==> config.mk <==
export PLATFORM = sky130hd
export DESIGN_NAME = cfg_i2c_slave
export DESIGN_NICKNAME = d
export VERILOG_FILES = /design/src/rtl/cfgi2c_pkg.sv /design/src/rtl/cfgi2c_busmon.sv /design/src/rtl/cfgi2c_ctrl.sv /design/src/rtl/cfgi2c_regbank.sv /design/src/rtl/cfg_i2c_slave.sv
export SDC_FILE = /design/constraint.sdc
export NUM_CORES = 1
export LEC_CHECK = 0
export CAP_MARGIN = 20
export CORE_UTILIZATION = 64
export CTS_CLUSTER_DIAMETER = 120
export DETAILED_ROUTE_END_ITERATION = 8
export DONT_BUFFER_PORTS = 1
export PLACE_DENSITY = 0.8
export SYNTH_ARGS = -nofsm -noshare
export SYNTH_HDL_FRONTEND = slang
export SYNTH_HIERARCHICAL = 1
export SYNTH_SLANG_ARGS = --single-unit
==> constraint.sdc <==
create_clock -name clk -period 7.5 [get_ports clk]
set_input_delay 1.875 -clock clk [delete_from_list [all_inputs] [get_ports clk]]
set_output_delay 1.875 -clock clk [all_outputs]
set_load 0.005 [all_outputs]
==> src/rtl/cfgi2c_pkg.sv <==
package cfgi2c_pkg;
  localparam int BYTE_W = 8;

  typedef enum logic [2:0] {
    ST_IDLE,
    ST_RX,
    ST_RX_ACK0,
    ST_RX_ACK,
    ST_TX,
    ST_TX_ACK
  } ctl_state_e;

  typedef enum logic [1:0] {
    BK_ADDR,
    BK_PTR,
    BK_DATA
  } byte_kind_e;

  typedef struct packed {
    logic scl_rise;
    logic scl_fall;
    logic start;
    logic stop;
  } bus_ev_t;
endpackage

==> src/rtl/cfgi2c_busmon.sv <==
module cfgi2c_busmon
  import cfgi2c_pkg::*;
(
  input  logic    clk,
  input  logic    rst_n,
  input  logic    scl_i,
  input  logic    sda_i,
  output bus_ev_t ev_o
);
  logic scl_q, sda_q;
  logic hold_q, hold_d;
  logic stop_raw;

  // edge and condition decode
  always_comb begin
    ev_o.scl_rise = scl_i & ~scl_q;
    ev_o.scl_fall = ~scl_i & scl_q;
    ev_o.start    = scl_i & scl_q & sda_q & ~sda_i;
    stop_raw      = scl_i & scl_q & ~sda_q & sda_i;
    // a STOP is masked while still in the SCL high phase of a START
    ev_o.stop     = stop_raw & ~hold_q;
    hold_d        = hold_q;
    if (ev_o.start) begin
      hold_d = 1'b1;
    end else if (ev_o.scl_fall) begin
      hold_d = 1'b0;
    end
  end

  always_ff @(posedge clk or negedge rst_n) begin
    if (!rst_n) begin
      scl_q  <= 1'b1;
      sda_q  <= 1'b1;
      hold_q <= 1'b0;
    end else begin
      scl_q  <= scl_i;
      sda_q  <= sda_i;
      hold_q <= hold_d;
    end
  end
endmodule

==> src/rtl/cfgi2c_ctrl.sv <==
module cfgi2c_ctrl
  import cfgi2c_pkg::*;
#(
  parameter logic [6:0] DEV_ADDR = 7'h4D
) (
  input  logic              clk,
  input  logic              rst_n,
  input  bus_ev_t           ev_i,
  input  logic              sda_i,
  input  logic [BYTE_W-1:0] rd_data_i,
  output logic [BYTE_W-1:0] ptr_o,
  output logic              wr_en_o,
  output logic [BYTE_W-1:0] wr_addr_o,
  output logic [BYTE_W-1:0] wr_data_o,
  output logic              sda_oe_o,
  output logic              idle_o
);
  localparam int CNT_W = $clog2(BYTE_W + 1);
  localparam logic [CNT_W-1:0] LAST_BIT = CNT_W'(BYTE_W - 1);
  localparam logic [CNT_W-1:0] ALL_BITS = CNT_W'(BYTE_W);

  ctl_state_e        state_q, state_d;
  byte_kind_e        kind_q, kind_d;
  logic [CNT_W-1:0]  cnt_q, cnt_d;
  logic [BYTE_W-1:0] sr_q, sr_d;
  logic [BYTE_W-1:0] ptr_q, ptr_d;
  logic              ptr_set_q, ptr_set_d;
  logic              go_tx_q, go_tx_d;
  logic              seen9_q, seen9_d;
  logic              mack_q, mack_d;
  logic              oe_q, oe_d;
  logic              wen_q, wen_d;
  logic [BYTE_W-1:0] waddr_q, waddr_d;
  logic [BYTE_W-1:0] wdata_q, wdata_d;
  logic [BYTE_W-1:0] byte_in;

  assign byte_in = {sr_q[BYTE_W-2:0], sda_i};

  always_comb begin
    state_d   = state_q;
    kind_d    = kind_q;
    cnt_d     = cnt_q;
    sr_d      = sr_q;
    ptr_d     = ptr_q;
    ptr_set_d = ptr_set_q;
    go_tx_d   = go_tx_q;
    seen9_d   = seen9_q;
    mack_d    = mack_q;
    oe_d      = oe_q;
    wen_d     = 1'b0;
    waddr_d   = waddr_q;
    wdata_d   = wdata_q;
    if (ev_i.start) begin
      state_d = ST_RX;
      kind_d  = BK_ADDR;
      cnt_d   = '0;
      oe_d    = 1'b0;
    end else if (ev_i.stop) begin
      state_d   = ST_IDLE;
      oe_d      = 1'b0;
      ptr_set_d = 1'b0;
    end else begin
      unique case (state_q)
        ST_IDLE: ;
        ST_RX: begin
          if (ev_i.scl_rise) begin
            sr_d  = byte_in;
            cnt_d = cnt_q + 1'b1;
            if (cnt_q == LAST_BIT) begin
              state_d = ST_RX_ACK0;
              seen9_d = 1'b0;
              unique case (kind_q)
                BK_ADDR: begin
                  if (byte_in[BYTE_W-1:1] == DEV_ADDR) begin
                    go_tx_d = byte_in[0];
                    kind_d  = BK_PTR;
                    if (byte_in[0]) begin
                      if (!ptr_set_q) ptr_d = '0;
                      ptr_set_d = 1'b0;
                    end
                  end else begin
                    state_d = ST_IDLE;
                  end
                end
                BK_PTR: begin
                  ptr_d     = byte_in;
                  ptr_set_d = 1'b1;
                  kind_d    = BK_DATA;
                end
                default: begin
                  wen_d   = 1'b1;
                  waddr_d = ptr_q;
                  wdata_d = byte_in;
                  ptr_d   = ptr_q + 1'b1;
                end
              endcase
            end
          end
        end
        ST_RX_ACK0: begin
          if (ev_i.scl_fall) begin
            oe_d    = 1'b1;
            state_d = ST_RX_ACK;
          end
        end
        ST_RX_ACK: begin
          if (ev_i.scl_rise) seen9_d = 1'b1;
          if (ev_i.scl_fall && seen9_q) begin
            cnt_d = '0;
            if (go_tx_q) begin
              sr_d    = rd_data_i;
              oe_d    = ~rd_data_i[BYTE_W-1];
              ptr_d   = ptr_q + 1'b1;
              state_d = ST_TX;
            end else begin
              oe_d    = 1'b0;
              state_d = ST_RX;
            end
          end
        end
        ST_TX: begin
          if (ev_i.scl_rise) cnt_d = cnt_q + 1'b1;
          if (ev_i.scl_fall) begin
            if (cnt_q == ALL_BITS) begin
              oe_d    = 1'b0;
              seen9_d = 1'b0;
              state_d = ST_TX_ACK;
            end else begin
              sr_d = {sr_q[BYTE_W-2:0], 1'b0};
              oe_d = ~sr_q[BYTE_W-2];
            end
          end
        end
        ST_TX_ACK: begin
          if (ev_i.scl_rise) begin
            seen9_d = 1'b1;
            mack_d  = ~sda_i;
          end
          if (ev_i.scl_fall && seen9_q) begin
            cnt_d = '0;
            if (mack_q) begin
              sr_d    = rd_data_i;
              oe_d    = ~rd_data_i[BYTE_W-1];
              ptr_d   = ptr_q + 1'b1;
              state_d = ST_TX;
            end else begin
              oe_d    = 1'b0;
              state_d = ST_IDLE;
            end
          end
        end
        default: state_d = ST_IDLE;
      endcase
    end
  end

  always_ff @(posedge clk or negedge rst_n) begin
    if (!rst_n) begin
      state_q   <= ST_IDLE;
      kind_q    <= BK_ADDR;
      cnt_q     <= '0;
      sr_q      <= '0;
      ptr_q     <= '0;
      ptr_set_q <= 1'b0;
      go_tx_q   <= 1'b0;
      seen9_q   <= 1'b0;
      mack_q    <= 1'b0;
      oe_q      <= 1'b0;
      wen_q     <= 1'b0;
      waddr_q   <= '0;
      wdata_q   <= '0;
    end else begin
      state_q   <= state_d;
      kind_q    <= kind_d;
      cnt_q     <= cnt_d;
      sr_q      <= sr_d;
      ptr_q     <= ptr_d;
      ptr_set_q <= ptr_set_d;
      go_tx_q   <= go_tx_d;
      seen9_q   <= seen9_d;
      mack_q    <= mack_d;
      oe_q      <= oe_d;
      wen_q     <= wen_d;
      waddr_q   <= waddr_d;
      wdata_q   <= wdata_d;
    end
  end

  assign ptr_o     = ptr_q;
  assign wr_en_o   = wen_q;
  assign wr_addr_o = waddr_q;
  assign wr_data_o = wdata_q;
  assign sda_oe_o  = oe_q;
  assign idle_o    = (state_q == ST_IDLE);
endmodule

==> src/rtl/cfgi2c_regbank.sv <==
module cfgi2c_regbank
  import cfgi2c_pkg::*;
#(
  parameter int          NREG   = 19,
  parameter logic [7:0]  REV_ID = 8'h42
) (
  input  logic                   clk,
  input  logic                   rst_n,
  input  logic                   wr_en_i,
  input  logic [BYTE_W-1:0]      wr_addr_i,
  input  logic [BYTE_W-1:0]      wr_data_i,
  input  logic [BYTE_W-1:0]      rd_addr_i,
  output logic [BYTE_W-1:0]      rd_data_o,
  output logic [NREG-1:0]        wr_stb_o,
  output logic [NREG*BYTE_W-1:0] regs_o
);
  localparam logic [BYTE_W-1:0] REV_ADDR = '1;

  logic [BYTE_W-1:0] bank_q [NREG];

  for (genvar g = 0; g < NREG; g++) begin : g_reg
    // decode: reserved pointers match no slot and raise no strobe
    assign wr_stb_o[g] = wr_en_i && (wr_addr_i == BYTE_W'(g));

    always_ff @(posedge clk or negedge rst_n) begin
      if (!rst_n) begin
        bank_q[g] <= '0;
      end else if (wr_stb_o[g]) begin
        bank_q[g] <= wr_data_i;
      end
    end

    assign regs_o[g*BYTE_W +: BYTE_W] = bank_q[g];
  end

  always_comb begin
    rd_data_o = '0;
    for (int i = 0; i < NREG; i++) begin
      if (rd_addr_i == BYTE_W'(i)) rd_data_o = bank_q[i];
    end
    if (rd_addr_i == REV_ADDR) rd_data_o = REV_ID;
  end
endmodule

==> src/rtl/cfg_i2c_slave.sv <==
module cfg_i2c_slave
  import cfgi2c_pkg::*;
#(
  parameter int         NREG     = 19,
  parameter logic [6:0] DEV_ADDR = 7'h4D,
  parameter logic [7:0] REV_ID   = 8'h42
) (
  input  logic                   clk,
  input  logic                   rst_n,
  input  logic                   scl_i,
  input  logic                   sda_i,
  output logic                   sda_oe_o,
  output logic [NREG-1:0]        wr_stb_o,
  output logic [BYTE_W-1:0]      wr_data_o,
  output logic [NREG*BYTE_W-1:0] regs_o
);
  logic              rst_meta, rst_int_n;
  bus_ev_t           bus_ev;
  logic              start_det, stop_det, ctrl_idle;
  logic [BYTE_W-1:0] ptr, rd_data, wr_addr;
  logic              wr_en;

  // asynchronous assertion, synchronous release
  always_ff @(posedge clk or negedge rst_n) begin
    if (!rst_n) begin
      rst_meta  <= 1'b0;
      rst_int_n <= 1'b0;
    end else begin
      rst_meta  <= 1'b1;
      rst_int_n <= rst_meta;
    end
  end

  cfgi2c_busmon u_busmon (
    .clk   (clk),
    .rst_n (rst_int_n),
    .scl_i (scl_i),
    .sda_i (sda_i),
    .ev_o  (bus_ev)
  );

  assign start_det = bus_ev.start;
  assign stop_det  = bus_ev.stop;

  cfgi2c_ctrl #(.DEV_ADDR(DEV_ADDR)) u_ctrl (
    .clk       (clk),
    .rst_n     (rst_int_n),
    .ev_i      (bus_ev),
    .sda_i     (sda_i),
    .rd_data_i (rd_data),
    .ptr_o     (ptr),
    .wr_en_o   (wr_en),
    .wr_addr_o (wr_addr),
    .wr_data_o (wr_data_o),
    .sda_oe_o  (sda_oe_o),
    .idle_o    (ctrl_idle)
  );

  cfgi2c_regbank #(.NREG(NREG), .REV_ID(REV_ID)) u_bank (
    .clk       (clk),
    .rst_n     (rst_int_n),
    .wr_en_i   (wr_en),
    .wr_addr_i (wr_addr),
    .wr_data_i (wr_data_o),
    .rd_addr_i (ptr),
    .rd_data_o (rd_data),
    .wr_stb_o  (wr_stb_o),
    .regs_o    (regs_o)
  );
endmodule

* Yosys cells after proc, flatten, opt, wreduce, memory -nomap -nowiden
Index checks and enable logic that the tools add are counted.
** Operators by class
- Magnitude comparators :: 0
- Reductions and logical operators :: 52
- Mux-type cells :: 96
- Shift operators :: 0
- Div/mod/pow operators :: 0
- Add/sub/neg operators :: 2
- Bitwise logic cells :: 18
- Multipliers :: 0
- Equal/unequal tests :: 73
** Operator list (number)
- 8-bit two-way mux :: 29
- 8-bit by 4-bit equality test with 1-bit output, second input constant :: 16
- 8-bit by 3-bit equality test with 1-bit output, second input constant :: 8
- 7-bit two-way mux :: 7
- 8-bit by 5-bit equality test with 1-bit output, second input constant :: 6
- 3-bit two-way mux :: 12
- 8-bit by 2-bit equality test with 1-bit output, second input constant :: 4
- 1-bit two-way mux :: 28
- 7-bit case mux with 4 select lines :: 1
- 4-bit by 3-bit inequality test with 1-bit output, second input constant :: 6
- 8-bit case mux with 3 select lines :: 1
- 1-bit logical AND :: 20
- 3-bit case mux with 6 select lines :: 1
- 8-bit by 1-bit equality test with 1-bit output, second input constant :: 2
- 8-bit logical NOT :: 2
- 4-bit two-way mux :: 4
- 2-bit by 1-bit inequality test with 1-bit output, second input constant :: 8
- 8-bit case mux with 2 select lines :: 1
- 8-bit AND reduction :: 2
- 3-bit nonzero test :: 5
- 2-bit two-way mux :: 7
- 7-bit AND reduction :: 2
- 2-bit nonzero test :: 7
- 3-bit inequality test, second input constant :: 4
- 31 further kinds :: 58
** Storage, ports and cells
- Bits in latches :: 0
- Word-level logic and storage cells :: 278
- Register bits :: 203
- Memory bits (read-only) :: 0
- Output and inout bits :: 180
- RAM bits :: 0
- Memories kept :: 0

* Logic depth before layout (Yosys ltp)
Gate-level depths: netlist (run 1).
- Depth in word-level cells :: 27
- Gate-level depth with buffers :: 12
- Gate-level depth less buffers :: 8

* Cells and area by module
Netlist (run 1), hierarchy kept.
** Modules (own cells, without submodules)
- cfgi2c_regbank :: sequential area each 3803.6 um^2, cells each 619, times used 1, area each 7677.4 um^2
- cfgi2c_ctrl :: sequential area each 1151.1 um^2, cells each 260, times used 1, area each 2705.1 um^2
- cfgi2c_busmon :: sequential area each 77.6 um^2, cells each 12, times used 1, area each 140.1 um^2
- cfg_i2c_slave :: sequential area each 50.0 um^2, cells each 3, times used 1, area each 53.8 um^2

* Least setup slack after synthesis (run 1)
Ideal clock, no wire load.
- Path kind :: input to register
- Start :: in scl_i
- End :: reg u_ctrl.ptr_q[1] (netlist: u_ctrl/ptr_o[1])
- Stages :: 8
- Slack :: 4.012 ns
- Setup time :: 0.125 ns
- Arrival time :: 3.363 ns
- Cell sequence :: nand2_1 nor4b_2 nor2_2 o21ai_2 nor3b_2 and3_1 buf_6 mux2_4
** RTL lines
- from (decl) :: RTL line cfg_i2c_slave.sv:10 : input logic scl_i,
- to (signal assigned) :: RTL line cfgi2c_ctrl.sv:177 : ptr_q <= ptr_d;
- to (decl) :: RTL line cfgi2c_ctrl.sv:26 : logic [BYTE_W-1:0] ptr_q, ptr_d;

* Worst setup path in the final report (run 1)
- Start :: reg u_ctrl.waddr_q[7] (netlist: u_ctrl/wr_addr_o[7])
- End :: out wr_stb_o[11]
** Between the ends
- Cells in the longest elaborated chain, start to end :: 2
** RTL lines
- from (decl) :: RTL line cfgi2c_ctrl.sv:33 : logic [BYTE_W-1:0] waddr_q, waddr_d;
- from (signal assigned) :: RTL line cfgi2c_ctrl.sv:184 : waddr_q <= waddr_d;
- 8-bit by 4-bit equality test with 1-bit output :: RTL line cfgi2c_regbank.sv:23 : assign wr_stb_o[g] = wr_en_i && (wr_addr_i == BYTE_W'(g));
- 1-bit logical AND :: RTL line cfgi2c_regbank.sv:23
- to (decl) :: RTL line cfg_i2c_slave.sv:13 : output logic [NREG-1:0] wr_stb_o,
No other way between the ends.

==> results of run 1 <==
[worst max-delay path, stage by stage, from the launching register on]
cell and delay [ps]:
dfrtp_1 390, nor4b_1 480, and2b_1 290, nand3_2 190
nor2_2 690
[power by group through the flow]
stage | registers, mW | logic, mW | clock network [mW]
floorplan | 1.21 | 0.486 | 0
global placement | 1.27 | 0.556 | 0
detailed placement | 1.27 | 0.567 | 0
CTS | 1.25 | 0.570 | 1.14
global route | 1.26 | 0.632 | 1.18
finish | 1.26 | 0.585 | 1.13
[layout make-up]
cell class / instances / area share [%]
inverter: 21 / 0.693
tap: 216 / 2.38
timing repair buffer: 11 / 0.726
clock buffer: 31 / 5.59
sequential: 203 / 44.7
multi-input combinational: 606 / 44.8
clock inverter: 9 / 1.09
[layer usage]
| layer | vias up | part of all wire [%] |
|---|---|---|
| li1 | 3246 | - |
| met1 | 4047 | 39 |
| met2 | 459 | 46 |
| met3 | 108 | 11 |
| met5 | - | 0.16 |
| met4 | 2 | 4.1 |
[worst min-delay path by stage]
stage                         from   endpoint  slack [ps]  cells past startpoint
after global placement    rst_meta  rst_int_n         340                      0
after global routing      rst_meta  rst_int_n         390                      0
after floorplan           rst_meta  rst_int_n         330                      0
after CTS                 rst_meta  rst_int_n         390                      0
final                     rst_meta  rst_int_n         390                      0
after detailed placement  rst_meta  rst_int_n         370                      0
[through the flow]
stage | power [mW] | hold slack (ps) | util (%) | cells | setup WS (ps)
3_3_place_gp | 1.82 | 345 | 66.4 | 1057 | 3690
6_report | 2.97 | 386 | 71.1 | 1097 | 3060
4_1_cts | 2.96 | 390 | 71.1 | 1097 | 3090
5_1_grt | 3.08 | 388 | 71.1 | 1097 | 3020
2_1_floorplan | 1.70 | 331 | - | 893 | 1430
3_5_place_dp | 1.84 | 371 | 66.4 | 1057 | 3610
[registers in the layout (all words and copies together), names as in the netlist, 2 cells and up]
name,cells
u_ctrl/state_q,3
u_bank/regs_o,152
u_ctrl/wr_addr_o,8
u_ctrl/sr_q,7
u_ctrl/wr_data_o,8
u_ctrl/ptr_o,8
u_ctrl/cnt_q,4
u_ctrl/kind_q,2
==> results.ini, run 1 <==
[final_layout]
seq_area_um2 = 5090
fill_cells = 1120
num_antenna_cells = 0
final_cell_mix = 198 x dfrtp_1, 169 x mux2_2, 48 x nand2_1, 40 x nor2_1, 34 x a21oi_1
nets = 872
drive_gt1_share_pct = 32.1
multi_input_area_um2 = 5100
fin_area_um2 = 11400
final_common_cell = dfrtp_1
syn2layout_area_growth_pct = 7.62

[setup_path]
worst_ep_required_time_ps = 5620
r2r_cells = 9
cp_max_fo = 9
arrival_ps = 2560
endpoint = wr_stb_o[11]
critPathLaunch = u_ctrl/wr_addr_o[7]
worstSetupPathType = flip-flop to output port
r2r_end = u_ctrl/sda_oe_o
worst_setup_path_start_kind = flip-flop
crit_path_end_kind = output port
reg2reg_from = u_ctrl/ptr_o[0]
r2r_slack_ps = 3950

[sta]
finalCritPeriodShare_pct = 59.2
period_needed_ps = 4440
drv_slew = 0
setup_viol = 0
hold_viol_final = 0
worst_pin_slew_ps = 982
rsz0062_at_grt = no
skew_ps = 10.4
tns_ps = 0
relSlewSlack_pct = 34.5
maxClockFrequency_ghz = 0.225

[pwr]
static-leakage-power_nw = 5.11
p_sw_uw = 927
pwr-share-seq_pct = 42.2
comb_power_share_pct = 19.7
irDropWorstVdd_uv = 172
switching_share_pct = 31.2
intPower_mw = 2.05
p_clk_share_pct = 38.1
p_per_area_nw_per_um2 = 261

[clock_tree]
clockBufferDepth = 3
cts_inserted_buffers = 22
clock_sinks = 203
cts.root.buffer_cell = clkbuf_16
cts_hold_buf = 0
cts_setup_buffers = 0
clkTransAtPathRegs_ps = 60
htreeDepth = 1
clkLatencyLatePin_ps = 510
cts_resized = 0
cts_tree = yes

[detailed_routing]
avgRoutedWirePerCell_um = 28.5
firstDrtPassIters = 6
drcViolationCount = 0
drt-total-wl_um = 31200
vias_per_cell = 7.17
ant_nets = 0
dr.first_iter.drc_count = 883
dr_total_vias = 7862

[global_route]
gr-total-overflow = 0
met2_usage_pct = 57.4
grt_antenna_before_repair = 0
grtUsageMet3_pct = 10.5
grt_first_pass_wirelength_um = 48000
grt_pass1_vias = 7840
track_usage_pct = 38.0
met1_usage_pct = 51.7
top_usage_layer = met2
grt_max_degree = 76

[die]
ioPinCount = 184
row_count = 46
placeableCoreArea_um2 = 16000
start_util_pct = 66.1
die_h_um = 131
die_w_um = 131
die-area_um2 = 17000

[placement]
gp_congestion = 0.922
dp_hpwl_um = 21100
placed_cell_area_um2 = 10600
numPortBuffers = 0

[flow_run]
cap_viol_max_count = 0

[synth]
syn_inst = 893
ys_warn_count = 6
syn_area_um2 = 10600
synth.avg_cell_area_um2 = 11.8
synthesis.nets = 900

[min_path]
hp-class = flip-flop to flip-flop

[status]
status = finished clean

(Power assumes the default switching activity.)
==> run 2, diff against run 1 <==
ABC_AREA = 1   (was unset)
clock period = 4.2 ns   (was 7.5 ns; I/O delays follow)
==> run 2 against run 1 <==
Against the previous run:
- cell count rose by 40%
- clock skew rose by 1.5 ps
- worst setup slack got worse by 2100 ps
- global-route usage fell by 0.14 points
- register-to-register slack got worse by 2600 ps
- count of clock-buffer cells in the layout fell by 1
- core utilization fell by 0.15 points
- highest routed layer is now met4
- power rose by 36%
==> results.ini, run 2 <==
[global_route]
grt_first_pass_wirelength_um = 47000  ; was 48000 um
track_usage_pct = 37.8  ; was 38.0%
grt_antenna_before_repair = 0  ; unchanged
gr-total-overflow = 0  ; unchanged
grt_pass1_vias = 8509  ; was 7840
grt_max_degree = 81  ; was 76

[sta]
hold_viol_final = 0  ; unchanged
holdWs_ps = 245  ; was 386 ps
worst_pin_slew_ps = 841  ; was 982 ps
skew_ps = 11.9  ; was 10.4 ps
maxClockFrequency_ghz = 0.313
rsz0062_at_grt = no  ; unchanged
period_needed_ps = 3190
finalCritPeriodShare_pct = 76.0
setup_viol = 0  ; unchanged
tns_ps = 0  ; unchanged
relSlewSlack_pct = 43.9  ; was 34.5%
drv_slew = 0  ; unchanged

[die]
die_h_um = 128  ; was 131 um
die_w_um = 128  ; was 131 um
row_count = 45  ; was 46
ioPinCount = 184  ; unchanged
start_util_pct = 66.3  ; was 66.1%
placeableCoreArea_um2 = 15300  ; was 16000 um2
die-area_um2 = 16400  ; was 17000 um2

[setup_path]
worst_path_most_repeated_cell = nor2_2
reg2reg_from = u_ctrl/ptr_o[3]  ; was u_ctrl/ptr_o[0]
path_cells = nor4_2 > inv_1 > nor2_2 > nand3_2 > nor2_2  ; was nor4b_1 > and2b_1 > nand3_2 > nor2_2
worst_ep_required_time_ps = 3150  ; was 5620 ps
slowest_stage = nor2_2  ; unchanged
critPathLaunch = u_ctrl/wr_addr_o[5]  ; was u_ctrl/wr_addr_o[7]
worst_setup_path_start_kind = flip-flop  ; unchanged
cp_max_fo = 17  ; was 9
endpoint = wr_stb_o[3]  ; was wr_stb_o[11]
r2r_cells = 17  ; was 9
crit_cells = 5  ; was 4
arrival_ps = 2140  ; was 2560 ps
r2r_slack_ps = 1400  ; was 3950 ps
worstSetupPathType = flip-flop to output port  ; unchanged
r2r_end = u_ctrl/sr_q[1]  ; was u_ctrl/sda_oe_o
crit_path_end_kind = output port  ; unchanged
critPathBufInv = 1  ; was 0
max_stage_delay_ps = 600  ; was 690 ps
path_delay_family = simple AND/OR/NAND/NOR gates  ; unchanged

[final_layout]
syn2layout_area_growth_pct = 7.09  ; was 7.62%
final_common_cell = nand2_1  ; was dfrtp_1
num_antenna_cells = 0  ; unchanged
fin_area_um2 = 10900  ; was 11400 um2
nets = 1324  ; was 872
drive_gt1_share_pct = 9.33  ; was 32.1%
final_cell_mix = 449 x nand2_1, 200 x dfrtp_1, 144 x o21ai_0, 130 x inv_1, 108 x nor2_1  ; was 198 x dfrtp_1, 169 x mux2_2, 48 x nand2_1, 40 x nor2_1, 34 x a21oi_1
largest_register_ffs = 152  ; unchanged
fin_cells = 1540  ; was 1097
fill_cells = 1293  ; was 1120

[placement]
dp_hpwl_um = 22100  ; was 21100 um
placed_cell_area_um2 = 10200  ; was 10600 um2
placed_cells_incl_taps = 1505  ; was 1057
gp_congestion = 0.984  ; was 0.922
numPortBuffers = 0  ; unchanged

[clock_tree]
cts_hold_buf = 0  ; unchanged
htreeDepth = 1  ; unchanged
clkLatencyLatePin_ps = 500  ; was 510 ps
cts_resized = 0  ; unchanged
clockBufferDepth = 3  ; unchanged
cts_inserted_buffers = 21  ; was 22
cts_tree = yes  ; unchanged
cts_setup_buffers = 0  ; unchanged
cts.root.buffer_cell = clkbuf_16  ; unchanged
clock_sinks = 203  ; unchanged
clkTransAtPathRegs_ps = 60  ; about the same

[detailed_routing]
drt-total-wl_um = 30300  ; was 31200 um
firstDrtPassIters = 5  ; was 6
dr.first_iter.drc_count = 937  ; was 883
ant_nets = 0  ; unchanged
dr_total_vias = 9089  ; was 7862
drcViolationCount = 0  ; unchanged
vias_per_cell = 5.90  ; was 7.17
avgRoutedWirePerCell_um = 19.7  ; was 28.5 um

[synth]
syn_area_um2 = 10100  ; was 10600 um2
syn_inst = 1324  ; was 893
synthesis.nets = 1331  ; was 900
ys_warn_count = 6  ; unchanged
synth.avg_cell_area_um2 = 7.66  ; was 11.8 um2

[pwr]
p_sw_uw = 969  ; was 927 uW
static-leakage-power_nw = 5.19  ; was 5.11 nW
intPower_mw = 3.08  ; was 2.05 mW
pwr-share-seq_pct = 50.8  ; was 42.2%
p_per_area_nw_per_um2 = 373  ; was 261 nW/um2
switching_share_pct = 23.9  ; was 31.2%
p_clk_share_pct = 42.9  ; was 38.1%
irDropWorstVdd_uv = 315  ; was 172 uV
comb_power_share_pct = 6.2  ; was 19.7%

[flow_run]
cap_viol_max_count = 0  ; unchanged

[min_path]
hp-class = input port to async pin  ; was flip-flop to flip-flop

[status]
status = finished clean  ; unchanged

-- run 2: worst min-delay path by stage --
stage / depth (start not counted) / endpoint / slack (ps) / from
3_5_place_dp: 0 / rst_int_n / 340 / rst_meta
3_3_place_gp: 0 / rst_int_n / 340 / rst_meta
2_1_floorplan: 0 / rst_int_n / 330 / rst_meta
5_1_grt: 0 / rst_int_n / 230 / rst_n
6_report: 0 / rst_int_n / 250 / rst_n
4_1_cts: 0 / rst_int_n / 230 / rst_n
-- run 2: through the flow --
step	setup slack [ps]	utilization [%]	total power [mW]
floorplan	858	-	2.27
global placement	1480	66.8	2.33
detailed placement	1430	66.8	2.34
CTS	1040	71.0	4.07
global route	875	71.0	4.20
finish	1010	71.0	4.05
-- run 2: cell type report --
class	count	area [um2]	area share (%)
repair buffers	5	50.0	0.461
multi-input cells	937	4270	39.3
clock inverters	5	27.5	0.253
inverters	149	559	5.15
flip-flops and latches	203	5090	46.8
well taps	211	264	2.43
clock buffers	30	609	5.61
-- run 2: power by group through the flow --
stage	clock network (mW)	registers (mW)	logic, mW
2_1_floorplan	0	2.10	0.174
3_3_place_gp	0	2.09	0.244
3_5_place_dp	0	2.09	0.248
4_1_cts	1.76	2.06	0.251
5_1_grt	1.85	2.07	0.290
6_report	1.74	2.06	0.252
-- run 2: layer usage --
| layer | wire length (um) | vias up | GRT usage (%) |
|---|---|---|---|
| li1 | - | 4198 | - |
| met2 | 13700 | 534 | 59.8 |
| met3 | 3120 | 118 | 8.72 |
| met4 | 1710 | 0 | 19.2 |
| met1 | 11800 | 4239 | 49.1 |
| met5 | 0 | - | 0 |
==> run 3, diff against run 2 <==
CORE_UTILIZATION = 58   (was 64)
PLACE_DENSITY = 0.76   (was 0.8)
clock period = 2.6 ns   (was 4.2 ns; I/O delays follow)
==> run 3 against run 2 <==
Against the previous run:
- design area grew 5.0%
- critical path depth down 2
- sequential power grew 62%
- critical endpoint is now wr_stb_o[16]
- core utilization decreased by 3.1 points
- combinational power up 67%
==> results.ini, run 3 (synthesis gave the netlist of run 2 again) <==
[setup_path]
critPathLaunch = u_ctrl/wr_addr_o[3]  ; was u_ctrl/wr_addr_o[5]
arrival_ps = 1920  ; was 2140 ps
reg2reg_from = u_ctrl/ptr_o[1]  ; was u_ctrl/ptr_o[3]
path_delay_family = simple AND/OR/NAND/NOR gates  ; unchanged
path_cells = nor2_1 > nand3_1 > nor2_1  ; was nor4_2 > inv_1 > nor2_2 > nand3_2 > nor2_2
worst_setup_path_start_kind = flip-flop  ; unchanged
critPathBufInv = 0  ; was 1
worstSetupPathType = flip-flop to output port  ; unchanged
slowest_stage = nor2_1  ; was nor2_2
cp_max_fo = 5  ; was 17
r2r_slack_ps = 80  ; was 1400 ps
worst_ep_required_time_ps = 1950  ; was 3150 ps
crit_path_end_kind = output port  ; unchanged
max_stage_delay_ps = 480  ; was 600 ps
worst_path_most_repeated_cell = nor2_1  ; was nor2_2

[clock_tree]
clockBufferDepth = 3  ; unchanged
cts_inserted_buffers = 22  ; was 21
cts.root.buffer_cell = clkbuf_16  ; unchanged
clock_sinks = 203  ; unchanged
clkTransAtPathRegs_ps = 60  ; about the same
htreeDepth = 1  ; unchanged
cts_tree = yes  ; unchanged
clkLatencyLatePin_ps = 510  ; was 500 ps

[sta]
finalCritPeriodShare_pct = 98.8
holdWs_ps = 138  ; was 245 ps
worst_pin_slew_ps = 877  ; was 841 ps
period_needed_ps = 2570
skew_ps = 13.4  ; was 11.9 ps
drv_slew = 0  ; unchanged
maxClockFrequency_ghz = 0.389
relSlewSlack_pct = 41.4  ; was 43.9%
layout_setup_ws_ps = 30.3  ; was 1010 ps
setup_viol = 0  ; unchanged
rsz0062_at_grt = yes  ; was no
hold_viol_final = 0  ; unchanged

[final_layout]
largest_register_ffs = 152  ; unchanged
final_cell_mix = 442 x nand2_1, 196 x dfrtp_1, 143 x o21ai_0, 129 x inv_1, 91 x nor2_1  ; was 449 x nand2_1, 200 x dfrtp_1, 144 x o21ai_0, 130 x inv_1, 108 x nor2_1
fill_cells = 1421  ; was 1293
drive_gt1_share_pct = 13.9  ; was 9.33%
syn2layout_area_growth_pct = 12.5  ; was 7.09%
num_antenna_cells = 0  ; unchanged
seq_area_um2 = 5090  ; about the same
fin_cells = 1583  ; was 1540
nets = 1354  ; was 1324
multi_input_area_um2 = 4440  ; was 4270 um2
final_common_cell = nand2_1  ; unchanged

[die]
ioPinCount = 184  ; unchanged
placeableCoreArea_um2 = 16800  ; was 15300 um2
die-area_um2 = 18000  ; was 16400 um2
start_util_pct = 60.3  ; was 66.3%
die_w_um = 134  ; was 128 um
die_h_um = 134  ; was 128 um
row_count = 47  ; was 45

[pwr]
p_per_area_nw_per_um2 = 614  ; was 373 nW/um2
p_sw_mw = 1.69  ; was 969 uW
switching_share_pct = 24.2  ; was 23.9%
intPower_mw = 5.32  ; was 3.08 mW
comb_power_share_pct = 6.0  ; was 6.2%
irDropWorstVdd_uv = 625  ; was 315 uV
p_clk_share_pct = 46.6  ; was 42.9%
pwr-share-seq_pct = 47.4  ; was 50.8%
static-leakage-power_nw = 5.43  ; was 5.19 nW

[global_route]
gr-total-overflow = 0  ; unchanged
grt_max_degree = 79  ; was 81
grt_first_pass_wirelength_um = 50000  ; was 47000 um
grt_pass1_vias = 8629  ; was 8509
track_usage_pct = 36.5  ; was 37.8%
grt_antenna_before_repair = 0  ; unchanged

[status]
status = finished clean  ; unchanged

[min_path]
hp-class = input port to flip-flop  ; was input port to async pin
hp-start = scl_i

[detailed_routing]
ant_nets = 0  ; unchanged
vias_per_cell = 5.95  ; was 5.90
firstDrtPassIters = 5  ; unchanged
dr.first_iter.drc_count = 995  ; was 937
dr_total_vias = 9415  ; was 9089
avgRoutedWirePerCell_um = 20.8  ; was 19.7 um
drcViolationCount = 0  ; unchanged
drt-total-wl_um = 32900  ; was 30300 um

[placement]
placed_cells_incl_taps = 1535  ; was 1505
numPortBuffers = 0  ; unchanged
place_ws_ps = -20.9  ; was 1430 ps
dp_hpwl_um = 23700  ; was 22100 um
gp_congestion = 1.04  ; was 0.984

[flow_run]
cap_viol_max_count = 0  ; unchanged

[run 3: cell count changes in the layout (fill, tap and decap cells not counted), sizes merged]
cell         before  now
clkinvlp          1    3
buf               5   33
bufinv            0    3
clkbuf           30   28
clkinv            5    7
dlygate4sd3       0    1
[run 3: power by group through the flow]
stage / sequential (mW) / clock, mW / combinational [mW]
after global routing: 3.34 / 3.40 / 0.476
after detailed placement: 3.38 / 0 / 0.408
after floorplan: 3.39 / 0 / 0.281
final: 3.33 / 3.27 / 0.420
after global placement: 3.38 / 0 / 0.398
after CTS: 3.32 / 3.28 / 0.414
[run 3: worst register-to-register path, stage by stage (launching register included)]
cell and delay, ps:
dfrtp_2 470, inv_1 90, nor2_1 70, nand2_1 130
nor2_2 80, nand2_1 70, nand3_2 90, nor2_2 150
nand4_1 120, nand2_1 120, nand4_1 190, nor2_1 170
nand4_1 110, nor2_1 120, nand4_1 130, nand2_1 80
o21ai_0 80, nand3_1 90, nand2_1 50
[run 3: area by class of cell]
class                           instances  area share [%]
Clock buffer                           28            5.29
Multi-Input combinational cell        937            38.9
Sequential cell                       203            44.6
Clock inverter                         12            1.28
Timing Repair Buffer                   34            2.62
Inverter                              149            4.92
Tap cell                              220            2.41
[run 3: per-layer routing]
metal / up-vias / global-route usage (%) / wire, um
met5: - / 0 / 0
li1: 4264 / - / -
met4: 0 / 16.2 / 1620
met1: 4456 / 47.5 / 12600
met3: 114 / 8.84 / 3650
met2: 581 / 58.2 / 15100
[run 3: repair_timing]
action / in CTS / in global routing
endpoints found under the setup margin: 8 / 23
pin swaps: 1 / 18
hold buffers: 1 / 0
buffers inserted: 2 / 6
gates resized for setup: 9 / 42
hold endpoints to repair: 2 / 0
[run 3: path summary, 6_finish.rpt]
path / endpoint / cells past startpoint
hold reg to reg: u_bank/regs_o[121] / 0
max in group asynchronous: u_ctrl/ptr_o[1] / 1
setup reg to reg: u_ctrl/sr_q[1] / 18
hold / removal: u_busmon/scl_q / 0
setup / recovery: wr_stb_o[16] / 3
min in group asynchronous: u_bank/regs_o[121] / 0
[run 3: stage by stage]
step,instance area (um2),TNS (ps),utilization (%),power [mW]
2_1_floorplan,10200,0,-,3.67
3_3_place_gp,10400,-5.86,62.0,3.78
3_5_place_dp,10400,-20.9,62.0,3.79
4_1_cts,11200,-65.0,66.8,7.02
5_1_grt,11400,-105,67.9,7.22
6_report,11400,0,67.9,7.01
